===== src/rtl/dtmf_gen_pkg.sv =====
package dtmf_gen_pkg;

  localparam int TAB_W    = 8;
  localparam int SAMPLE_W = TAB_W + 1;
  localparam int PHASE_W  = 4;
  localparam int DIV_W    = 12;
  localparam int N_ROWS   = 4;
  localparam int N_COLS   = 3;

  typedef enum logic [1:0] {
    ST_IDLE = 2'd0,
    ST_TONE = 2'd1,
    ST_GAP  = 2'd2
  } tone_state_e;

  typedef enum logic [1:0] {
    MIX_DUAL = 2'd0,
    MIX_ROW  = 2'd1,
    MIX_COL  = 2'd2,
    MIX_ALSO = 2'd3
  } mix_e;

  typedef struct packed {
    logic       ok;
    logic [1:0] row;
    logic [1:0] col;
  } key_pos_t;

  // Divider reload that lands the 16-step sine cycle nearest the target.
  function automatic int reload_for(int clk_hz, int tone_hz);
    return (clk_hz + 8 * tone_hz) / (16 * tone_hz);
  endfunction

  function automatic int row_hz(int idx);
    case (idx)
      0:       return 699;
      1:       return 766;
      2:       return 848;
      default: return 948;
    endcase
  endfunction

  function automatic int col_hz(int idx);
    case (idx)
      0:       return 1216;
      1:       return 1332;
      default: return 1472;
    endcase
  endfunction

  function automatic key_pos_t decode_key(logic [3:0] code);
    key_pos_t p;
    p = '{ok: 1'b1, row: 2'd0, col: 2'd0};
    case (code)
      4'd1:  begin p.row = 2'd0; p.col = 2'd0; end
      4'd2:  begin p.row = 2'd0; p.col = 2'd1; end
      4'd3:  begin p.row = 2'd0; p.col = 2'd2; end
      4'd4:  begin p.row = 2'd1; p.col = 2'd0; end
      4'd5:  begin p.row = 2'd1; p.col = 2'd1; end
      4'd6:  begin p.row = 2'd1; p.col = 2'd2; end
      4'd7:  begin p.row = 2'd2; p.col = 2'd0; end
      4'd8:  begin p.row = 2'd2; p.col = 2'd1; end
      4'd9:  begin p.row = 2'd2; p.col = 2'd2; end
      4'd10: begin p.row = 2'd3; p.col = 2'd0; end
      4'd0:  begin p.row = 2'd3; p.col = 2'd1; end
      4'd11: begin p.row = 2'd3; p.col = 2'd2; end
      default: p.ok = 1'b0;
    endcase
    return p;
  endfunction

endpackage


===== src/rtl/dtmf_phase_div.sv =====
module dtmf_phase_div
  import dtmf_gen_pkg::*;
#(
  parameter int RL_W = DIV_W,
  parameter int PH_W = PHASE_W
) (
  input  logic            clk,
  input  logic            rst_n,
  input  logic            start,
  input  logic            run,
  input  logic [RL_W-1:0] reload,
  output logic [PH_W-1:0] phase
);

  logic [RL_W-1:0] rl_q;
  logic [RL_W-1:0] cnt_q;

  always_ff @(posedge clk) begin
    if (!rst_n) begin
      rl_q  <= '0;
      cnt_q <= '0;
      phase <= '0;
    end else if (start) begin
      rl_q  <= reload;
      cnt_q <= reload - RL_W'(1);
      phase <= '0;
    end else if (run) begin
      if (cnt_q == '0) begin
        cnt_q <= rl_q - RL_W'(1);
        phase <= phase + PH_W'(1);
      end else begin
        cnt_q <= cnt_q - RL_W'(1);
      end
    end
  end

  // the table index moves only when the divider wraps
  p_hold_between_steps_r3: assert property (@(posedge clk) disable iff (!rst_n)
    (run && !start && cnt_q != '0) |=> $stable(phase));

  p_step_on_wrap_r3: assert property (@(posedge clk) disable iff (!rst_n)
    (run && !start && cnt_q == '0) |=> phase == $past(phase) + PH_W'(1));

  p_restart_at_zero_r3: assert property (@(posedge clk) disable iff (!rst_n)
    start |=> phase == '0);

endmodule


===== src/rtl/dtmf_sine_rom.sv =====
module dtmf_sine_rom
  import dtmf_gen_pkg::*;
#(
  parameter bit LOUD = 1'b0
) (
  input  logic [PHASE_W-1:0] idx,
  output logic [TAB_W-1:0]   val
);

  generate
    if (LOUD) begin : g_col
      // offset 80, amplitude 76 (about 2 dB above the row table)
      always_comb begin
        case (idx)
          4'd0:  val = 8'd80;
          4'd1:  val = 8'd109;
          4'd2:  val = 8'd134;
          4'd3:  val = 8'd150;
          4'd4:  val = 8'd156;
          4'd5:  val = 8'd150;
          4'd6:  val = 8'd134;
          4'd7:  val = 8'd109;
          4'd8:  val = 8'd80;
          4'd9:  val = 8'd51;
          4'd10: val = 8'd26;
          4'd11: val = 8'd10;
          4'd12: val = 8'd4;
          4'd13: val = 8'd10;
          4'd14: val = 8'd26;
          default: val = 8'd51;
        endcase
      end
    end else begin : g_row
      // offset 64, amplitude 60
      always_comb begin
        case (idx)
          4'd0:  val = 8'd64;
          4'd1:  val = 8'd87;
          4'd2:  val = 8'd106;
          4'd3:  val = 8'd119;
          4'd4:  val = 8'd124;
          4'd5:  val = 8'd119;
          4'd6:  val = 8'd106;
          4'd7:  val = 8'd87;
          4'd8:  val = 8'd64;
          4'd9:  val = 8'd41;
          4'd10: val = 8'd22;
          4'd11: val = 8'd9;
          4'd12: val = 8'd4;
          4'd13: val = 8'd9;
          4'd14: val = 8'd22;
          default: val = 8'd41;
        endcase
      end
    end
  endgenerate

endmodule


===== src/rtl/dtmf_tone_timer.sv =====
module dtmf_tone_timer
  import dtmf_gen_pkg::*;
#(
  parameter int TONE_CYC = 322160,
  parameter int GAP_CYC  = 322160
) (
  input  logic        clk,
  input  logic        rst_n,
  input  logic        enable,
  input  logic        start,
  input  logic        key_held,
  output tone_state_e state,
  output logic        busy
);

  localparam int MAX_CYC = (TONE_CYC > GAP_CYC) ? TONE_CYC : GAP_CYC;
  localparam int CNT_W   = $clog2(MAX_CYC + 1);
  localparam logic [CNT_W-1:0] TONE_LAST = CNT_W'(TONE_CYC - 1);
  localparam logic [CNT_W-1:0] GAP_LAST  = CNT_W'(GAP_CYC - 1);

  logic [CNT_W-1:0] cnt_q;

  always_ff @(posedge clk) begin
    if (!rst_n || !enable) begin
      state <= ST_IDLE;
      cnt_q <= '0;
    end else begin
      case (state)
        ST_IDLE: if (start) begin
          state <= ST_TONE;
          cnt_q <= '0;
        end
        ST_TONE: begin
          if (cnt_q >= TONE_LAST && !key_held) begin
            state <= ST_GAP;
            cnt_q <= '0;
          end else if (cnt_q < TONE_LAST) begin
            cnt_q <= cnt_q + CNT_W'(1);
          end
        end
        ST_GAP: begin
          if (cnt_q == GAP_LAST) begin
            state <= ST_IDLE;
            cnt_q <= '0;
          end else begin
            cnt_q <= cnt_q + CNT_W'(1);
          end
        end
        default: begin
          state <= ST_IDLE;
          cnt_q <= '0;
        end
      endcase
    end
  end

  assign busy = (state != ST_IDLE);

  p_min_tone_r6: assert property (@(posedge clk) disable iff (!rst_n)
    (enable && state == ST_TONE && cnt_q < TONE_LAST) |=> state == ST_TONE);

  p_key_extends_r6: assert property (@(posedge clk) disable iff (!rst_n)
    (enable && state == ST_TONE && key_held) |=> state == ST_TONE);

  p_full_gap_r7: assert property (@(posedge clk) disable iff (!rst_n)
    (enable && state == ST_GAP && cnt_q < GAP_LAST) |=> state == ST_GAP);

  p_abort_r8: assert property (@(posedge clk) disable iff (!rst_n)
    !enable |=> state == ST_IDLE);

endmodule


===== src/rtl/dtmf_tone_gen.sv =====
module dtmf_tone_gen
  import dtmf_gen_pkg::*;
#(
  parameter int CLK_HZ       = 3579545,
  parameter int TONE_MS      = 90,
  parameter int GAP_MS       = 90,
  parameter int MIN_TONE_CYC = (CLK_HZ * TONE_MS + 999) / 1000,
  parameter int MIN_GAP_CYC  = (CLK_HZ * GAP_MS + 999) / 1000
) (
  input  logic                clk,
  input  logic                rst_n,
  input  logic                tone_en,
  input  logic                key_held,
  input  logic                req_valid,
  output logic                req_ready,
  input  logic [3:0]          req_digit,
  input  logic [1:0]          req_mode,
  output logic                busy,
  output logic [SAMPLE_W-1:0] tone_sample
);

  localparam logic [DIV_W-1:0] ROW_RL [N_ROWS] = '{
    DIV_W'(reload_for(CLK_HZ, row_hz(0))), DIV_W'(reload_for(CLK_HZ, row_hz(1))),
    DIV_W'(reload_for(CLK_HZ, row_hz(2))), DIV_W'(reload_for(CLK_HZ, row_hz(3)))};
  localparam logic [DIV_W-1:0] COL_RL [N_COLS] = '{
    DIV_W'(reload_for(CLK_HZ, col_hz(0))), DIV_W'(reload_for(CLK_HZ, col_hz(1))),
    DIV_W'(reload_for(CLK_HZ, col_hz(2)))};

  tone_state_e state;
  key_pos_t    pos;
  logic        take;
  logic        start;
  logic        run;
  mix_e        mix_q;
  logic [1:0]             enab;
  logic [DIV_W-1:0]       rl   [2];
  logic [PHASE_W-1:0]     ph   [2];
  logic [TAB_W-1:0]       tv   [2];

  assign pos       = decode_key(req_digit);
  assign req_ready = tone_en && !busy;
  assign take      = req_valid && req_ready;
  assign start     = take && pos.ok;
  assign run       = (state == ST_TONE);

  assign rl[0] = ROW_RL[pos.row];
  assign rl[1] = (pos.col < 2'(N_COLS)) ? COL_RL[pos.col] : COL_RL[0];

  always_ff @(posedge clk) begin
    if (!rst_n)      mix_q <= MIX_DUAL;
    else if (start)  mix_q <= mix_e'(req_mode);
  end

  assign enab[0] = (mix_q != MIX_COL);
  assign enab[1] = (mix_q != MIX_ROW);

  generate
    for (genvar g = 0; g < 2; g++) begin : g_voice
      dtmf_phase_div #(.RL_W(DIV_W), .PH_W(PHASE_W)) u_div (
        .clk    (clk),
        .rst_n  (rst_n),
        .start  (start),
        .run    (run),
        .reload (rl[g]),
        .phase  (ph[g])
      );
      dtmf_sine_rom #(.LOUD(g == 1)) u_rom (
        .idx (ph[g]),
        .val (tv[g])
      );
    end
  endgenerate

  dtmf_tone_timer #(.TONE_CYC(MIN_TONE_CYC), .GAP_CYC(MIN_GAP_CYC)) u_timer (
    .clk      (clk),
    .rst_n    (rst_n),
    .enable   (tone_en),
    .start    (start),
    .key_held (key_held),
    .state    (state),
    .busy     (busy)
  );

  always_ff @(posedge clk) begin
    if (!rst_n || !tone_en || state != ST_TONE) begin
      tone_sample <= '0;
    end else begin
      tone_sample <= (enab[0] ? {1'b0, tv[0]} : '0) + (enab[1] ? {1'b0, tv[1]} : '0);
    end
  end

  p_ready_only_idle_r1: assert property (@(posedge clk) disable iff (!rst_n)
    req_ready |-> !busy);

  p_taken_goes_busy_r1: assert property (@(posedge clk) disable iff (!rst_n)
    start |=> busy);

  p_bad_code_idle_r9: assert property (@(posedge clk) disable iff (!rst_n)
    (take && !pos.ok) |=> !busy);

  p_pulse_silent_r8: assert property (@(posedge clk) disable iff (!rst_n)
    !tone_en |=> tone_sample == '0);

  p_gap_silent_r7: assert property (@(posedge clk) disable iff (!rst_n)
    (state == ST_GAP) |=> tone_sample == '0);

endmodule


===== config.mk =====
export PLATFORM = sky130hd
export DESIGN_NAME = dtmf_tone_gen
export DESIGN_NICKNAME = d
export VERILOG_FILES = /design/src/rtl/dtmf_gen_pkg.sv /design/src/rtl/dtmf_phase_div.sv /design/src/rtl/dtmf_sine_rom.sv /design/src/rtl/dtmf_tone_timer.sv /design/src/rtl/dtmf_tone_gen.sv
export SDC_FILE = /design/constraint.sdc
export NUM_CORES = 1
export LEC_CHECK = 0
export ABC_AREA = 1
export BUFFER_PORTS_ARGS = -buffer_cell sky130_fd_sc_hd__buf_4
export CORE_MARGIN = 2
export CORE_UTILIZATION = 65
export DETAILED_ROUTE_END_ITERATION = 8
export GPL_ROUTABILITY_DRIVEN = 1
export GPL_TIMING_DRIVEN = 0
export PLACE_DENSITY = 0.83
export SLEW_MARGIN = 30
export SYNTH_ARGS = -nofsm -noshare
export SYNTH_HDL_FRONTEND = slang
export SYNTH_SLANG_ARGS = --single-unit

===== constraint.sdc =====
create_clock -name clk -period 7 [get_ports clk]
set_clock_uncertainty 0.1 [all_clocks]
set_input_delay 0.35 -clock clk [delete_from_list [all_inputs] [get_ports clk]]
set_output_delay 0.35 -clock clk [all_outputs]
set_load 0.01 [all_outputs]

### Word level (Yosys, flattened, before mapping)

Memories as Yosys holds them, arrays and structs flattened. A register that Yosys moved wholly into a read port is not among the register bits.
Cells that the tools add are included.

* register bits after elaboration: 88
* ROM bits: 240
* bits of input ports: 11
* output and inout bits: 11
* word-level logic and storage cells: 103
* memories: 2

* add/sub/neg operators: 10
* order comparisons: 5
* equality and inequality tests: 21
* mux-type cells: 30
* bitwise gates (word level): 3
* reduce and logical (&&, ||, !) cells: 22

Memories
* (name not given): depth 16, width 8, rd ports 1, clocked after Yosys merged registers in 1, write ports 0, RTL line dtmf_sine_rom.sv:14 `case (idx)`
* (name not given): depth 16, width 7, rd ports 1, clocked after Yosys merged registers in 1, write ports 0, RTL line dtmf_sine_rom.sv:36 `case (idx)`

Operator list (count)
* $mux 12: 11
* $mux 19: 4
* $sub 12x1->12 const B: 6
* $pmux 19 s3: 1
* $bmux 12 s2: 2
* $pmux 4 s11: 1
* $logic_not 12->1: 2
* $add 19x1->19 const B: 1
* $eq 19x19->1 const B: 1
* $ge 19x19->1 const B: 1
* $lt 19x19->1 const B: 1
* $eq 4x3->1 const B: 4
* $eq 4x4->1 const B: 4
* $mux 4: 4
* $mux 8: 2
* $reduce_or 12->1: 1
* $add 8x8->9: 1
* $add 4x1->4 const B: 2
* $eq 4x2->1 const B: 2
* $ne 2x1->1 const B: 4
* $ge 3x3->1 const B: 2
* $mux 2: 3
* $not 2->3: 2
* $pmux 2 s3: 1
* other kinds (17): 28

### Logic depth before layout (Yosys ltp)

* word-level depth: 9
* mapped depth: 18
* depth with buffers taken out: 17

### Cells and area by module

Synthesis repeated with hierarchy kept, for this count alone.

* cells, all modules: 976
* area, all modules: 6206.0 um2

By module, submodules not included
* dtmf_phase_div: instances 2, cells each 248, area an instance 1665.3 um2, seq. area each 560.5 um2
* dtmf_tone_timer: instances 1, cells each 251, area an instance 1580.3 um2, seq. area each 420.4 um2
* dtmf_tone_gen: instances 1, cells each 162, area an instance 945.9 um2, seq. area each 220.2 um2
* dtmf_sine_rom at g_voice[1].u_rom: instances 1, cells each 39, area an instance 224.0 um2, seq. area each 0.0 um2
* dtmf_sine_rom at g_voice[0].u_rom: instances 1, cells each 28, area an instance 125.1 um2, seq. area each 0.0 um2

### Least setup slack after synthesis

OpenSTA, ideal clock, no wires.

* kind: register to register
* start: reg u_timer.state[0]
* end: reg, netlist name g_voice[1].u_rom.val[1]
* setup time: 114 ps
* arrival: 2334 ps
* required time: 6786 ps
* setup slack: 4453 ps
* cell stages (with the launch flop): 17
* path buffers: 1
* clock period less this slack: 2547 ps
* cell sequence: dfxtp_1 inv_1 ha_1 nand2_1 clkinv_1 nand3_4 inv_4 nor2_8 inv_4 buf_6 nor3_1 inv_1 ha_1 nand2_1 nand2_1 nand2_1 nand2_1

* longest elaborated chain between the ends: 7
* elaborated cells on any way between the ends: 10
* classes of those cells: 1 x eq/ne; 2 x mux; 7 x reduce/logical

Ends and longest elaborated chain
* start, declared: RTL line dtmf_tone_timer.sv:12 `output tone_state_e state,`
* start signal, assigned: RTL line dtmf_tone_timer.sv:25 `state <= ST_IDLE;`
* start signal, assigned: RTL line dtmf_tone_timer.sv:30 `state <= ST_TONE;`
* start signal, assigned: RTL line dtmf_tone_timer.sv:35 `state <= ST_GAP;`
* $reduce_bool 2->1: RTL line dtmf_tone_timer.sv:57 `assign busy = (state != ST_IDLE);`
* $logic_not 1->1: RTL line dtmf_tone_gen.sv:41 `assign req_ready = tone_en && !busy;`
* $logic_and 1x1->1: RTL line dtmf_tone_gen.sv:41
* named net req_ready: RTL line dtmf_tone_gen.sv:15 `output logic req_ready,`
* $logic_and 1x1->1: RTL line dtmf_tone_gen.sv:42 `assign take = req_valid && req_ready;`
* $logic_and 1x1->1: RTL line dtmf_tone_gen.sv:43 `assign start = take && pos.ok;`
* $reduce_or 2->1 (no line)
* $mux 4 (no line)

The timed path passes the listed nets, and every way through them passes these cells.
A chain may end at the register's enable or synchronous reset.

### Final worst setup path

* start: reg u_timer.state[0]
* end: reg, netlist name g_voice[1].u_rom.val[1]

* longest elaborated chain between the ends: 7
* elaborated cells on any way between the ends: 10
* classes of those cells: 1 x eq/ne; 2 x mux; 7 x reduce/logical

Ends and longest elaborated chain (RTL line)
* $reduce_bool 2->1: dtmf_tone_timer.sv:57
* $logic_not 1->1: dtmf_tone_gen.sv:41
* $logic_and 1x1->1: dtmf_tone_gen.sv:41
* $logic_and 1x1->1: dtmf_tone_gen.sv:42
* $logic_and 1x1->1: dtmf_tone_gen.sv:43
* $reduce_or 2->1 (no line)
* $mux 4 (no line) *

Every way passes the cells marked *; elsewhere a longest branch is shown, timed or not.

==> out/qor.yml <==
global_route:
  gr-max-usage-layer: "met2"
  gr-total-overflow: 0
  grt_pass1_wl_um: 19500
  grt_max_degree: 18
  grtUsageMet3: 0.0330
  use_met1: 0.326
  use_met2: 0.502
  grt_pass1_vias: 4592
  grtUsageTotal: 0.273
  antenna_found_initial: 0
setup_path:
  crit_path_end_kind: "register"
  worstSetupPathType: "reg -> reg"
  cp_common_cell: "nand2_1"
  cp_top_family: "simple AND/OR/NAND/NOR gates"
  cp_slowest_cell: "nor3_1"
  path_buf_inv: 6
  cp_slowest_stage_delay_ns: 0.45
  cp_data_required_time_ns: 7.18
  cp.arrival_ns: 3.08
  path_max_fanout: 10
  start_kind: "register"
  crit_chain: "inv_1 > ha_1 > nand2_1 > clkinv_1 > nand3_4 > inv_4 > nor2_8 > inv_4 > buf_6 > nor3_1 > inv_1 > ha_1 > nand2_1 > nand2_1 > nand2_1 > nand2_1"
timing:
  worst_slew_pin_slew_ns: 0.749
  setup_viol: 0
  min_period_ns: 2.90
  hold_viol: 0
  tns_ns: 0
  rsz0062_at_grt: "no"
  timing.fmax_mhz: 345
  finalWorstSetupSlack_ns: 4.10
  slew_headroom: 0.496
  min_period_over_period: 0.415
  timing.final.max_slew_violations: 0
die:
  core-area_um2: 7730
  start_util: 0.668
  ios: 22
  die_w_um: 93.1
  dieHeight_um: 93.1
  die-area_um2: 8670
  rows: 32
detailed_routing:
  drc: 0
  drt_iter0_drc: 277
  wirelength_um: 11200
  vias_per_cell: 5.47
  antenna_left: 0
  wl_per_cell_um: 12.5
  vias: 4920
  drtPass1Iterations: 5
final_layout:
  finalNetCount: 829
  multi_input_area_um2: 2900
  design_area_um2: 5660
  final_cell_mix: "163 x nand2_1, 106 x inv_1, 86 x dfxtp_1, 80 x nor2_1, 61 x nand3_1"
  n_fill_cell: 635
  fin_cells: 899
  seq_area_um2: 1720
  final_common_cell: "nand2_1"
  syn2layout_area_growth_pct: 9.60
  drive_above_1_share: 0.113
  num_antenna_cells: 0
yosys:
  synth_cell_types: 48
  ys_warn_count: 0
  syn_area_per_cell_um2: 6.79
  ys_seq_area_frac: 0.333
  synth_edf_count: 0
  synth_fp_nets: 797
  syn_area_um2: 5160
  async_flop_share: 0
  ys_ff_latch: 86
  syn_inst: 760
  synth_top_flop_cell: "dfxtp_1"
placed_design:
  routabilityCongestion: 0.930
  dp_worst_setup_slack_ns: 4.11
  dp_hpwl_um: 8450
  port_buffers: 21
  dp_cells: 883
  placed_area_um2: 5450
cts:
  path_clk_slew_ns: 0.10
  post_cts_resized: 0
  post_cts_buffers: 0
  cts_hold_buf: 0
  cts_sinks: 86
  clk_latency_ns: 0.37
  cts_buffers: 9
  cts_root_buf: "clkbuf_8"
  cts_tree: "built"
  cts_max_level: 3
  max-clock-path-buffers: 2
pwr:
  p_total_uw: 1250
  peakVddDrop_mv: 0.132
  power_density_nw_per_um2: 221
  cellLeakagePower_uw: 0.00263
run:
  maxCapViolations: 0
worst_hold_path:
  hold_path_class: "in -> reg"
outcome:
  status: "complete, no violations"
## worst paths after layout
path,from,to,slack (ns),cells after the start
min,tone_en,u_timer.cnt_q[1],0.13,3
min reg2reg,g_voice[1].u_div.rl_q[7],g_voice[1].u_div.rl_q[7],0.37,2
max reg2reg,u_timer.state[0],g_voice[1].u_rom.val[1],4.10,16
max,u_timer.state[0],g_voice[1].u_rom.val[1],4.10,16
## synthesized netlist by cell type, types with 4 or more instances
cell type	instances	area [µm²]
or2_2	5	31.3
xor2_1	16	140
a21oi_1	46	230
o22ai_1	5	31.3
clkbuf_1	7	26.3
nor2_4	4	45.0
xnor2_1	5	43.8
o21ai_1	11	55.1
nand3_1	61	305
inv_2	7	26.3
nand4_1	14	87.6
nor2_2	7	43.8
o211ai_1	4	30.0
nand3b_1	9	67.6
nor2_1	80	300
nor3b_1	4	30.0
ha_1	25	313
inv_1	106	398
nand2_1	163	612
dfxtp_1	86	1720
o21ai_0	36	180
nor3_1	12	60.1
nand2_2	5	31.3
buf_2	7	35.0
## routing by layer
layer	vias up	wire length, µm	share of wire
met5	-	0	0
met2	154	5660	0.50
met3	17	623	0.056
met4	0	170	0.015
met1	2242	4760	0.42
li1	2507	-	-
## sequential cells by signal, summed over array words and instances, names as in the netlist
signal / cells
g_voice.u_div.rl_q: 8
g_voice.u_div.phase: 8
u_timer.cnt_q: 19
tone_sample: 9
mix_q: 2
g_voice.u_rom.val: 14
g_voice.u_div.cnt_q: 24
u_timer.state: 2
## report_power, final
group	internal (µW)	total, µW	switching (µW)
Sequential	521	542	21.3
Clock	174	377	203
Combinational	110	331	221
## final cells by class
class	count	area share
Buffer	22	0.0188
Clock buffer	9	0.0219
Clock inverter	7	0.0153
Inverter	116	0.0778
Multi-Input combinational cell	536	0.512
Sequential cell	86	0.304
Tap cell	102	0.0226
Timing Repair Buffer	21	0.0279
## cells by family (layout without fill, tap and decap cells)
| group | Yosys count | after routing | share of synthesized area |
|---|---|---|---|
| AOI/OAI and AO/OA | 112 | 112 | 0.117 |
| xor gates and xnor gates | 22 | 22 | 0.0388 |
| adders and majority gates | 26 | 26 | 0.0645 |
| buffers and inverters | 138 | 175 | 0.106 |
| DFF | 86 | 86 | 0.333 |
| and+or+nand+nor | 376 | 376 | 0.341 |
## stage by stage
stage | hold WS, ns | utilization
3_3_place_gp | 0.344 | 0.705
3_5_place_dp | 0.353 | 0.705
4_1_cts | 0.133 | 0.732
2_1_floorplan | 0.327 | -
5_1_grt | 0.158 | 0.732
6_report | 0.135 | 0.732
## worst register-to-register path: cells and delay by family (launching register included)
family	cells	cell delay [ns]
adders and majority gates	2	0.56
buffers and inverters	6	0.67
DFF	1	0.34
and+or+nand+nor	8	1.14
Power figures use the tool's default switching activity.
